## config.mk

```make
export PLATFORM = sky130hd
export DESIGN_NAME = psr_exc_ctrl
export DESIGN_NICKNAME = d
export VERILOG_FILES = /design/src/rtl/psr_pkg.sv /design/src/rtl/psr_rst_sync.sv /design/src/rtl/psr_exc_arb.sv /design/src/rtl/psr_spsr_bank.sv /design/src/rtl/psr_exc_ctrl.sv
export SDC_FILE = /design/constraint.sdc
export NUM_CORES = 1
export LEC_CHECK = 0
export BUFFER_PORTS_ARGS = -buffer_cell sky130_fd_sc_hd__buf_2
export CAP_MARGIN = 20
export CORE_ASPECT_RATIO = 0.6
export CORE_UTILIZATION = 45
export CTS_BUF_LIST = sky130_fd_sc_hd__clkbuf_8 sky130_fd_sc_hd__clkbuf_16
export DETAILED_ROUTE_END_ITERATION = 7
export GPL_ROUTABILITY_DRIVEN = 0
export PLACE_DENSITY_LB_ADDON = 0.05
export SYNTH_ARGS = -nofsm -noshare
export SYNTH_HDL_FRONTEND = slang
export SYNTH_SLANG_ARGS = --single-unit
```

## constraint.sdc

```tcl
create_clock -name clk -period 7.28 [get_ports clk]
set_clock_uncertainty 0.1 [all_clocks]
set_input_delay 2.184 -clock clk [delete_from_list [all_inputs] [get_ports clk]]
set_output_delay 2.184 -clock clk [all_outputs]
set_load 0.01 [all_outputs]
```

## src/rtl/psr_pkg.sv

```systemverilog
package psr_pkg;
  localparam int PSR_W     = 32;
  localparam int MODE_W    = 5;
  localparam int FLAG_W    = 5;
  localparam int FIELD_N   = PSR_W / 8;
  localparam int NUM_SRC   = 6;
  localparam int NUM_BANKS = 5;

  // source index = priority rank, 0 is highest
  localparam int SRC_DABT = 0;
  localparam int SRC_FIQ  = 1;
  localparam int SRC_IRQ  = 2;
  localparam int SRC_PABT = 3;
  localparam int SRC_UND  = 4;
  localparam int SRC_SWI  = 5;

  typedef enum logic [MODE_W-1:0] {
    MODE_USR = 5'b10000,
    MODE_FIQ = 5'b10001,
    MODE_IRQ = 5'b10010,
    MODE_SVC = 5'b10011,
    MODE_ABT = 5'b10111,
    MODE_UND = 5'b11011,
    MODE_SYS = 5'b11111
  } mode_e;

  typedef struct packed {
    logic [FLAG_W-1:0] flags;
    logic              irq_dis;
    logic              fiq_dis;
    logic              thumb;
    logic [MODE_W-1:0] mode;
  } psr_t;

  localparam psr_t PSR_RESET = '{flags: '0, irq_dis: 1'b1, fiq_dis: 1'b1,
                                 thumb: 1'b0, mode: MODE_SVC};

  function automatic logic mode_legal(input logic [MODE_W-1:0] m);
    case (m)
      MODE_USR, MODE_FIQ, MODE_IRQ, MODE_SVC,
      MODE_ABT, MODE_UND, MODE_SYS: return 1'b1;
      default:                      return 1'b0;
    endcase
  endfunction

  function automatic logic mode_banked(input logic [MODE_W-1:0] m);
    case (m)
      MODE_FIQ, MODE_IRQ, MODE_SVC, MODE_ABT, MODE_UND: return 1'b1;
      default:                                          return 1'b0;
    endcase
  endfunction

  function automatic int bank_index(input logic [MODE_W-1:0] m);
    case (m)
      MODE_FIQ: return 0;
      MODE_IRQ: return 1;
      MODE_SVC: return 2;
      MODE_ABT: return 3;
      MODE_UND: return 4;
      default:  return 0;
    endcase
  endfunction

  function automatic logic [MODE_W-1:0] src_mode(input int s);
    case (s)
      SRC_DABT: return MODE_ABT;
      SRC_FIQ:  return MODE_FIQ;
      SRC_IRQ:  return MODE_IRQ;
      SRC_PABT: return MODE_ABT;
      SRC_UND:  return MODE_UND;
      default:  return MODE_SVC;
    endcase
  endfunction

  function automatic logic [7:0] src_vector(input int s);
    case (s)
      SRC_DABT: return 8'h10;
      SRC_FIQ:  return 8'h1C;
      SRC_IRQ:  return 8'h18;
      SRC_PABT: return 8'h0C;
      SRC_UND:  return 8'h04;
      default:  return 8'h08;
    endcase
  endfunction

  function automatic logic [PSR_W-1:0] psr_pack(input psr_t p);
    return {p.flags, {(PSR_W-FLAG_W-3-MODE_W){1'b0}},
            p.irq_dis, p.fiq_dis, p.thumb, p.mode};
  endfunction
endpackage

```

## src/rtl/psr_rst_sync.sv

```systemverilog
module psr_rst_sync #(
  parameter int STAGES = 2
) (
  input  logic clk,
  input  logic rst_n,
  output logic arst_n
);
  logic [STAGES-1:0] sync_q;

  always_ff @(posedge clk or negedge rst_n) begin
    if (!rst_n) sync_q <= '0;
    else        sync_q <= {sync_q[STAGES-2:0], 1'b1};
  end

  assign arst_n = sync_q[STAGES-1];
endmodule

```

## src/rtl/psr_exc_arb.sv

```systemverilog
module psr_exc_arb
  import psr_pkg::*;
#(
  parameter int VEC_W = 32
) (
  input  logic              clk,
  input  logic              arst_n,
  input  logic              irq_n,
  input  logic              fiq_n,
  input  logic              irq_dis,
  input  logic              fiq_dis,
  input  logic              dabt,
  input  logic              pabt,
  input  logic              undef,
  input  logic              swi,
  output logic              take,
  output logic [MODE_W-1:0] tgt_mode,
  output logic [VEC_W-1:0]  tgt_vec,
  output logic              tgt_set_f
);
  logic [NUM_SRC-1:0] req;
  logic [NUM_SRC-1:0] grant;
  logic               found;

  always_comb begin
    req           = '0;
    req[SRC_DABT] = dabt;
    req[SRC_FIQ]  = ~fiq_n & ~fiq_dis;
    req[SRC_IRQ]  = ~irq_n & ~irq_dis;
    req[SRC_PABT] = pabt;
    req[SRC_UND]  = undef;
    req[SRC_SWI]  = swi;
  end

  // fixed priority: lowest index wins
  always_comb begin
    grant = '0;
    found = 1'b0;
    for (int s = 0; s < NUM_SRC; s++) begin
      if (req[s] && !found) begin
        grant[s] = 1'b1;
        found    = 1'b1;
      end
    end
  end

  always_comb begin
    tgt_mode  = '0;
    tgt_vec   = '0;
    tgt_set_f = 1'b0;
    for (int s = 0; s < NUM_SRC; s++) begin
      if (grant[s]) begin
        tgt_mode  = src_mode(s);
        tgt_vec   = VEC_W'(src_vector(s));
        tgt_set_f = (s == SRC_FIQ);
      end
    end
  end

  assign take = |grant;

  assert_target_banked_R6: assert property (@(posedge clk) disable iff (!arst_n)
    take |-> mode_banked(tgt_mode));

  assert_fiq_beats_irq_R8: assert property (@(posedge clk) disable iff (!arst_n)
    (take && tgt_mode == MODE_IRQ) |-> (fiq_n || fiq_dis) && !dabt);
endmodule

```

## src/rtl/psr_spsr_bank.sv

```systemverilog
module psr_spsr_bank
  import psr_pkg::*;
#(
  parameter int NUM = NUM_BANKS,
  localparam int IDX_W = $clog2(NUM)
) (
  input  logic             clk,
  input  logic             arst_n,
  input  logic             wr_en,
  input  logic [IDX_W-1:0] wr_idx,
  input  psr_t             wr_val,
  input  logic [IDX_W-1:0] rd_idx,
  output psr_t             rd_val
);
  psr_t bank_q [NUM];

  for (genvar g = 0; g < NUM; g++) begin : g_bank
    logic we;
    assign we = wr_en && (wr_idx == IDX_W'(g));

    always_ff @(posedge clk or negedge arst_n) begin
      if (!arst_n)  bank_q[g] <= PSR_RESET;
      else if (we)  bank_q[g] <= wr_val;
    end
  end

  always_comb begin
    rd_val = PSR_RESET;
    for (int g = 0; g < NUM; g++) begin
      if (rd_idx == IDX_W'(g)) rd_val = bank_q[g];
    end
  end

  assert_write_in_range_R9: assert property (@(posedge clk) disable iff (!arst_n)
    wr_en |-> (int'(wr_idx) < NUM));
endmodule

```

## src/rtl/psr_exc_ctrl.sv

```systemverilog
module psr_exc_ctrl
  import psr_pkg::*;
#(
  parameter int VEC_W = 32
) (
  input  logic               clk,
  input  logic               rst_n,
  input  logic               irq_n,
  input  logic               fiq_n,
  input  logic               undef_i,
  input  logic               swi_i,
  input  logic               pabt_i,
  input  logic               dabt_i,
  input  logic               psr_wr_i,
  input  logic [FIELD_N-1:0] psr_wr_mask_i,
  input  logic [PSR_W-1:0]   psr_wr_data_i,
  input  logic               eret_i,
  output logic [MODE_W-1:0]  mode_o,
  output logic [PSR_W-1:0]   cpsr_o,
  output logic [VEC_W-1:0]   vector_o,
  output logic               exc_taken_o
);
  localparam int IDX_W    = $clog2(NUM_BANKS);
  localparam int FLAG_LSB = PSR_W - FLAG_W;
  localparam int FLD_FLAG = FIELD_N - 1;
  localparam int FLD_CTRL = 0;

  logic arst_n;

  psr_rst_sync #(.STAGES(2)) u_rst (
    .clk    (clk),
    .rst_n  (rst_n),
    .arst_n (arst_n)
  );

  psr_t             psr_q, psr_nx;
  logic [VEC_W-1:0] vec_q, vec_nx;
  logic             taken_q, taken_nx;

  logic              exc_take;
  logic [MODE_W-1:0] exc_mode;
  logic [VEC_W-1:0]  exc_vec;
  logic              exc_set_f;

  psr_exc_arb #(.VEC_W(VEC_W)) u_arb (
    .clk       (clk),
    .arst_n    (arst_n),
    .irq_n     (irq_n),
    .fiq_n     (fiq_n),
    .irq_dis   (psr_q.irq_dis),
    .fiq_dis   (psr_q.fiq_dis),
    .dabt      (dabt_i),
    .pabt      (pabt_i),
    .undef     (undef_i),
    .swi       (swi_i),
    .take      (exc_take),
    .tgt_mode  (exc_mode),
    .tgt_vec   (exc_vec),
    .tgt_set_f (exc_set_f)
  );

  psr_t             spsr_rd;
  logic [IDX_W-1:0] spsr_wr_idx, spsr_rd_idx;

  assign spsr_wr_idx = IDX_W'(bank_index(exc_mode));
  assign spsr_rd_idx = IDX_W'(bank_index(psr_q.mode));

  psr_spsr_bank #(.NUM(NUM_BANKS)) u_bank (
    .clk    (clk),
    .arst_n (arst_n),
    .wr_en  (exc_take),
    .wr_idx (spsr_wr_idx),
    .wr_val (psr_q),
    .rd_idx (spsr_rd_idx),
    .rd_val (spsr_rd)
  );

  logic privileged, may_return, ctrl_ok;
  logic unused_wr_bits;

  assign privileged = (psr_q.mode != MODE_USR);
  assign may_return = mode_banked(psr_q.mode);
  assign ctrl_ok    = privileged && mode_legal(psr_wr_data_i[MODE_W-1:0]);
  assign unused_wr_bits = &{1'b0, psr_wr_data_i[FLAG_LSB-1:8],
                            psr_wr_mask_i[FLD_FLAG-1:FLD_CTRL+1]};

  always_comb begin
    psr_nx   = psr_q;
    vec_nx   = vec_q;
    taken_nx = 1'b0;
    if (exc_take) begin
      psr_nx.mode    = exc_mode;
      psr_nx.irq_dis = 1'b1;
      psr_nx.thumb   = 1'b0;
      if (exc_set_f) psr_nx.fiq_dis = 1'b1;
      vec_nx   = exc_vec;
      taken_nx = 1'b1;
    end else if (eret_i && may_return) begin
      psr_nx = spsr_rd;
    end else if (psr_wr_i) begin
      if (psr_wr_mask_i[FLD_FLAG])
        psr_nx.flags = psr_wr_data_i[PSR_W-1:FLAG_LSB];
      if (psr_wr_mask_i[FLD_CTRL] && ctrl_ok) begin
        psr_nx.irq_dis = psr_wr_data_i[7];
        psr_nx.fiq_dis = psr_wr_data_i[6];
        psr_nx.thumb   = psr_wr_data_i[5];
        psr_nx.mode    = psr_wr_data_i[MODE_W-1:0];
      end
    end
  end

  always_ff @(posedge clk or negedge arst_n) begin
    if (!arst_n) begin
      psr_q   <= PSR_RESET;
      vec_q   <= '0;
      taken_q <= 1'b0;
    end else begin
      psr_q   <= psr_nx;
      vec_q   <= vec_nx;
      taken_q <= taken_nx;
    end
  end

  assign mode_o      = psr_q.mode;
  assign cpsr_o      = psr_pack(psr_q);
  assign vector_o    = vec_q;
  assign exc_taken_o = taken_q;

  logic [7:0] ctrl_bits;
  assign ctrl_bits = cpsr_o[7:0];

  assert_mode_legal_R2: assert property (@(posedge clk) disable iff (!arst_n)
    mode_legal(mode_o));

  assert_entry_masks_R6: assert property (@(posedge clk) disable iff (!arst_n)
    exc_taken_o |-> (cpsr_o[7] && !cpsr_o[5]));

  assert_irq_unmasked_R5: assert property (@(posedge clk) disable iff (!arst_n)
    (exc_taken_o && vector_o == VEC_W'(8'h18)) |-> !$past(cpsr_o[7]));

  assert_saved_copy_R9: assert property (@(posedge clk) disable iff (!arst_n)
    exc_taken_o |-> (spsr_rd == $past(psr_q)));

  assert_user_ctrl_locked_R3: assert property (@(posedge clk) disable iff (!arst_n)
    (psr_wr_i && mode_o == MODE_USR && !exc_take) |=> $stable(ctrl_bits));

  assert_return_ignored_R10: assert property (@(posedge clk) disable iff (!arst_n)
    (eret_i && !psr_wr_i && !exc_take &&
     (mode_o == MODE_USR || mode_o == MODE_SYS)) |=> $stable(cpsr_o));
endmodule

```

==> flow_summary.ini <==
[sta]
tightest_slew_ps = 851
period_needed_ps = 3970
relSlewSlack = 0.432
grt_setup_unrepaired = false
finalCritPeriodShare = 0.545
finalHoldViolations = 0
setup_viol = 0
setup_tns_ps = 0
slew_viol_final = 0
holdWs_ps = 151
fmax_ghz = 0.252

[finish]
diodes = 0
area_growth_pct = 8.07
finalNonFillerCells = 590
nets = 496
drive_gt1_frac = 0.378
fin_area_um2 = 4920

[synthesis]
syn_avg_cell_area_um2 = 10.9
synth_area_leaders = dfrtp_1, dfstp_2, mux2_2, buf_4, nor2_1
synthCells = 417
synthesis.area_um2 = 4560
yosysWarningCount = 0
synth_top_area_frac = 0.297
synth_top_area_cell = dfrtp_1
synth-async-reset-ratio = 1.00
ys_seq_elements = 84
yosysSeqAreaShare = 0.470
synth_cell_types = 54
synth-edff-count = 0
synth_ff_type = dfrtp_1

[cts]
root_buffer = clkbuf_16
htreeDepth = 3
cts-buffers-inserted = 9
cts_sinks = 84
cts_setup_buffers = 0
cts_resized = 0
cts_tree = done
ctsHoldBuffers = 0
cts.clk_slew.worst_paths_ps = 60
cts_buffer_depth = 2
clkLatencyLatePin_ps = 330

[critical_path]
cp.required_ps = 7390
reg2reg_depth = 5
cp-end-kind = register
worst_setup_path_start_kind = input port
critPathArrivalTime_ps = 4080
r2r_slack_ps = 4580
crit_path_max_fanout = 13
criticalPathCategory = input port to register

[floorplan]
die-area_um2 = 10500
start_util = 0.463
die_w_um = 132
die_y_um = 79.9
core-area_um2 = 9840
rows = 28
io-pin-count = 116

[grt]
grt_max_degree = 56
grt_pass1_wl_um = 17400
grt_pass1_vias = 3074
antenna_found_initial = 0
grt_overflow_total = 0
track_usage = 0.223

[placed_design]
hpwlAfterDp_um = 7530
portBuffers = 46
place_area_um2 = 4660
dp_cells = 574

[detailed_routing]
drtIter0Drc = 155
vias = 3180
vias_per_cell = 5.39
drc_errors = 0
ant_nets = 0
first_pass_iters = 4
routed_wl_um = 11200
drt-wirelength-per-cell_um = 18.9

[power]
ir_drop_mv = 0.142
power_per_cell_area_nw_per_um2 = 286
leakage_nw = 2.15
finalPower_mw = 1.41

[job]
cap_violations = 0

[outcome]
status = finished clean

[min_path]
hp-class = register to async pin
==> flip-flops by register name, indices dropped and copies added, names as in the netlist <==
name           count
mode_o             5
cpsr_o             8
vector_o           3
u_bank.bank_q     65
u_rst.sync_q       2
exc_taken_o        1
==> layer usage <==
metal  vias to the layer above  share of wire  GRT usage
li1                       1475              -          -
met4                         0         0.0054     0.0453
met2                        92           0.44      0.348
met3                         6          0.058     0.0552
met1                      1607           0.50      0.315
met5                         -              0          0
==> path summary, 6_finish.rpt <==
check                                          startpoint                             to
min in group clk                u_rst.sync_q[0]$_DFF_PN0_      u_rst.sync_q[1]$_DFF_PN0_
worst max register to register      cpsr_o[7]$_DFFE_PN1P_  u_bank.bank_q[37]$_DFFE_PN0P_
worst min register to register  u_rst.sync_q[1]$_DFF_PN0_  u_bank.bank_q[29]$_DFFE_PN0P_
worst min-delay path            u_rst.sync_q[1]$_DFF_PN0_  u_bank.bank_q[29]$_DFFE_PN0P_
max in group asynchronous                           rst_n      u_rst.sync_q[1]$_DFF_PN0_
worst max-delay path                               dabt_i  u_bank.bank_q[37]$_DFFE_PN0P_
==> where the power goes <==
group	leakage [nW]	switching, mW	internal, mW	total, mW
registers	0.975	0.0893	0.604	0.693
logic	1.03	0.149	0.157	0.306
clock network	0.146	0.173	0.235	0.407
total	2.15	0.410	0.996	1.41
==> cells by family after synthesis <==
| logic type | after synthesis | share of synthesized area |
|---|---|---|
| buf+inv | 82 | 0.120 |
| xor+xnor | 1 | 0.00192 |
| simple gates | 95 | 0.109 |
| flops | 84 | 0.470 |
| mux | 64 | 0.157 |
| other cells | 2 | 0.00165 |
| compound gates | 89 | 0.141 |
==> critical path, stage by stage <==
cell	delay, ps
buf_2	150
nor4_1	500
nor2b_1	280
nand2_1	490
mux2_2	460
==> metrics by stage <==
stage	worst slack [ps]	util
floorplan	3450	-
global placement	3000	0.473
detailed placement	2970	0.473
CTS	3330	0.500
global route	3170	0.500
finish	3310	0.500
==> area by class of cell <==
class	count	area [um2]
Fill cell	945	4920
Sequential cell	84	2140
Clock inverter	6	26.3
Timing Repair Buffer	52	275
Inverter	5	18.8
Clock buffer	10	239
Multi-Input combinational cell	298	2050
Tap cell	135	169
==> placed cells by master (no fill, tap or decap), drive strengths merged, types with 3 or more instances in the layout <==
cell type  netlist  final
a211o            3      3
a211oi           7      7
a21o             3      3
a21oi            9      9
a221oi           4      4
a22oi            5      5
a31oi            5      5
and2             3      3
buf             65     52
clkbuf          12     10
clkinv           0      3
conb             2     49
dfrtp           54     54
dfstp           30     30
inv              5      8
mux2            61     61
mux2i            3      3
nand2           19     19
nand2b           6      6
nand3            7      7
nor2            25     25
nor2b            7      7
nor3            13     13
o211ai           6      6
o21ai           16     16
o21bai           4      4
o221a            5      5
o22a             4      4
o22ai            5      5
or3              6      6
==> cell usage after synthesis (3+ instances only) <==
cell,instances
a211o_1,3
a211oi_1,7
a21o_1,3
a21oi_1,9
a221oi_1,4
a22oi_1,5
a31oi_1,5
and2_1,3
buf_2,7
buf_4,55
buf_6,3
clkbuf_1,12
dfrtp_1,54
dfstp_2,30
inv_1,4
mux2_2,61
mux2i_1,3
nand2_1,19
nand2b_1,6
nand3_1,7
nor2_1,25
nor2b_1,7
nor3_1,11
o211ai_1,6
o21ai_0,16
o21bai_1,4
o221a_2,5
o22a_1,4
o22ai_1,5
or3_1,5
(Power assumes the default switching activity.)
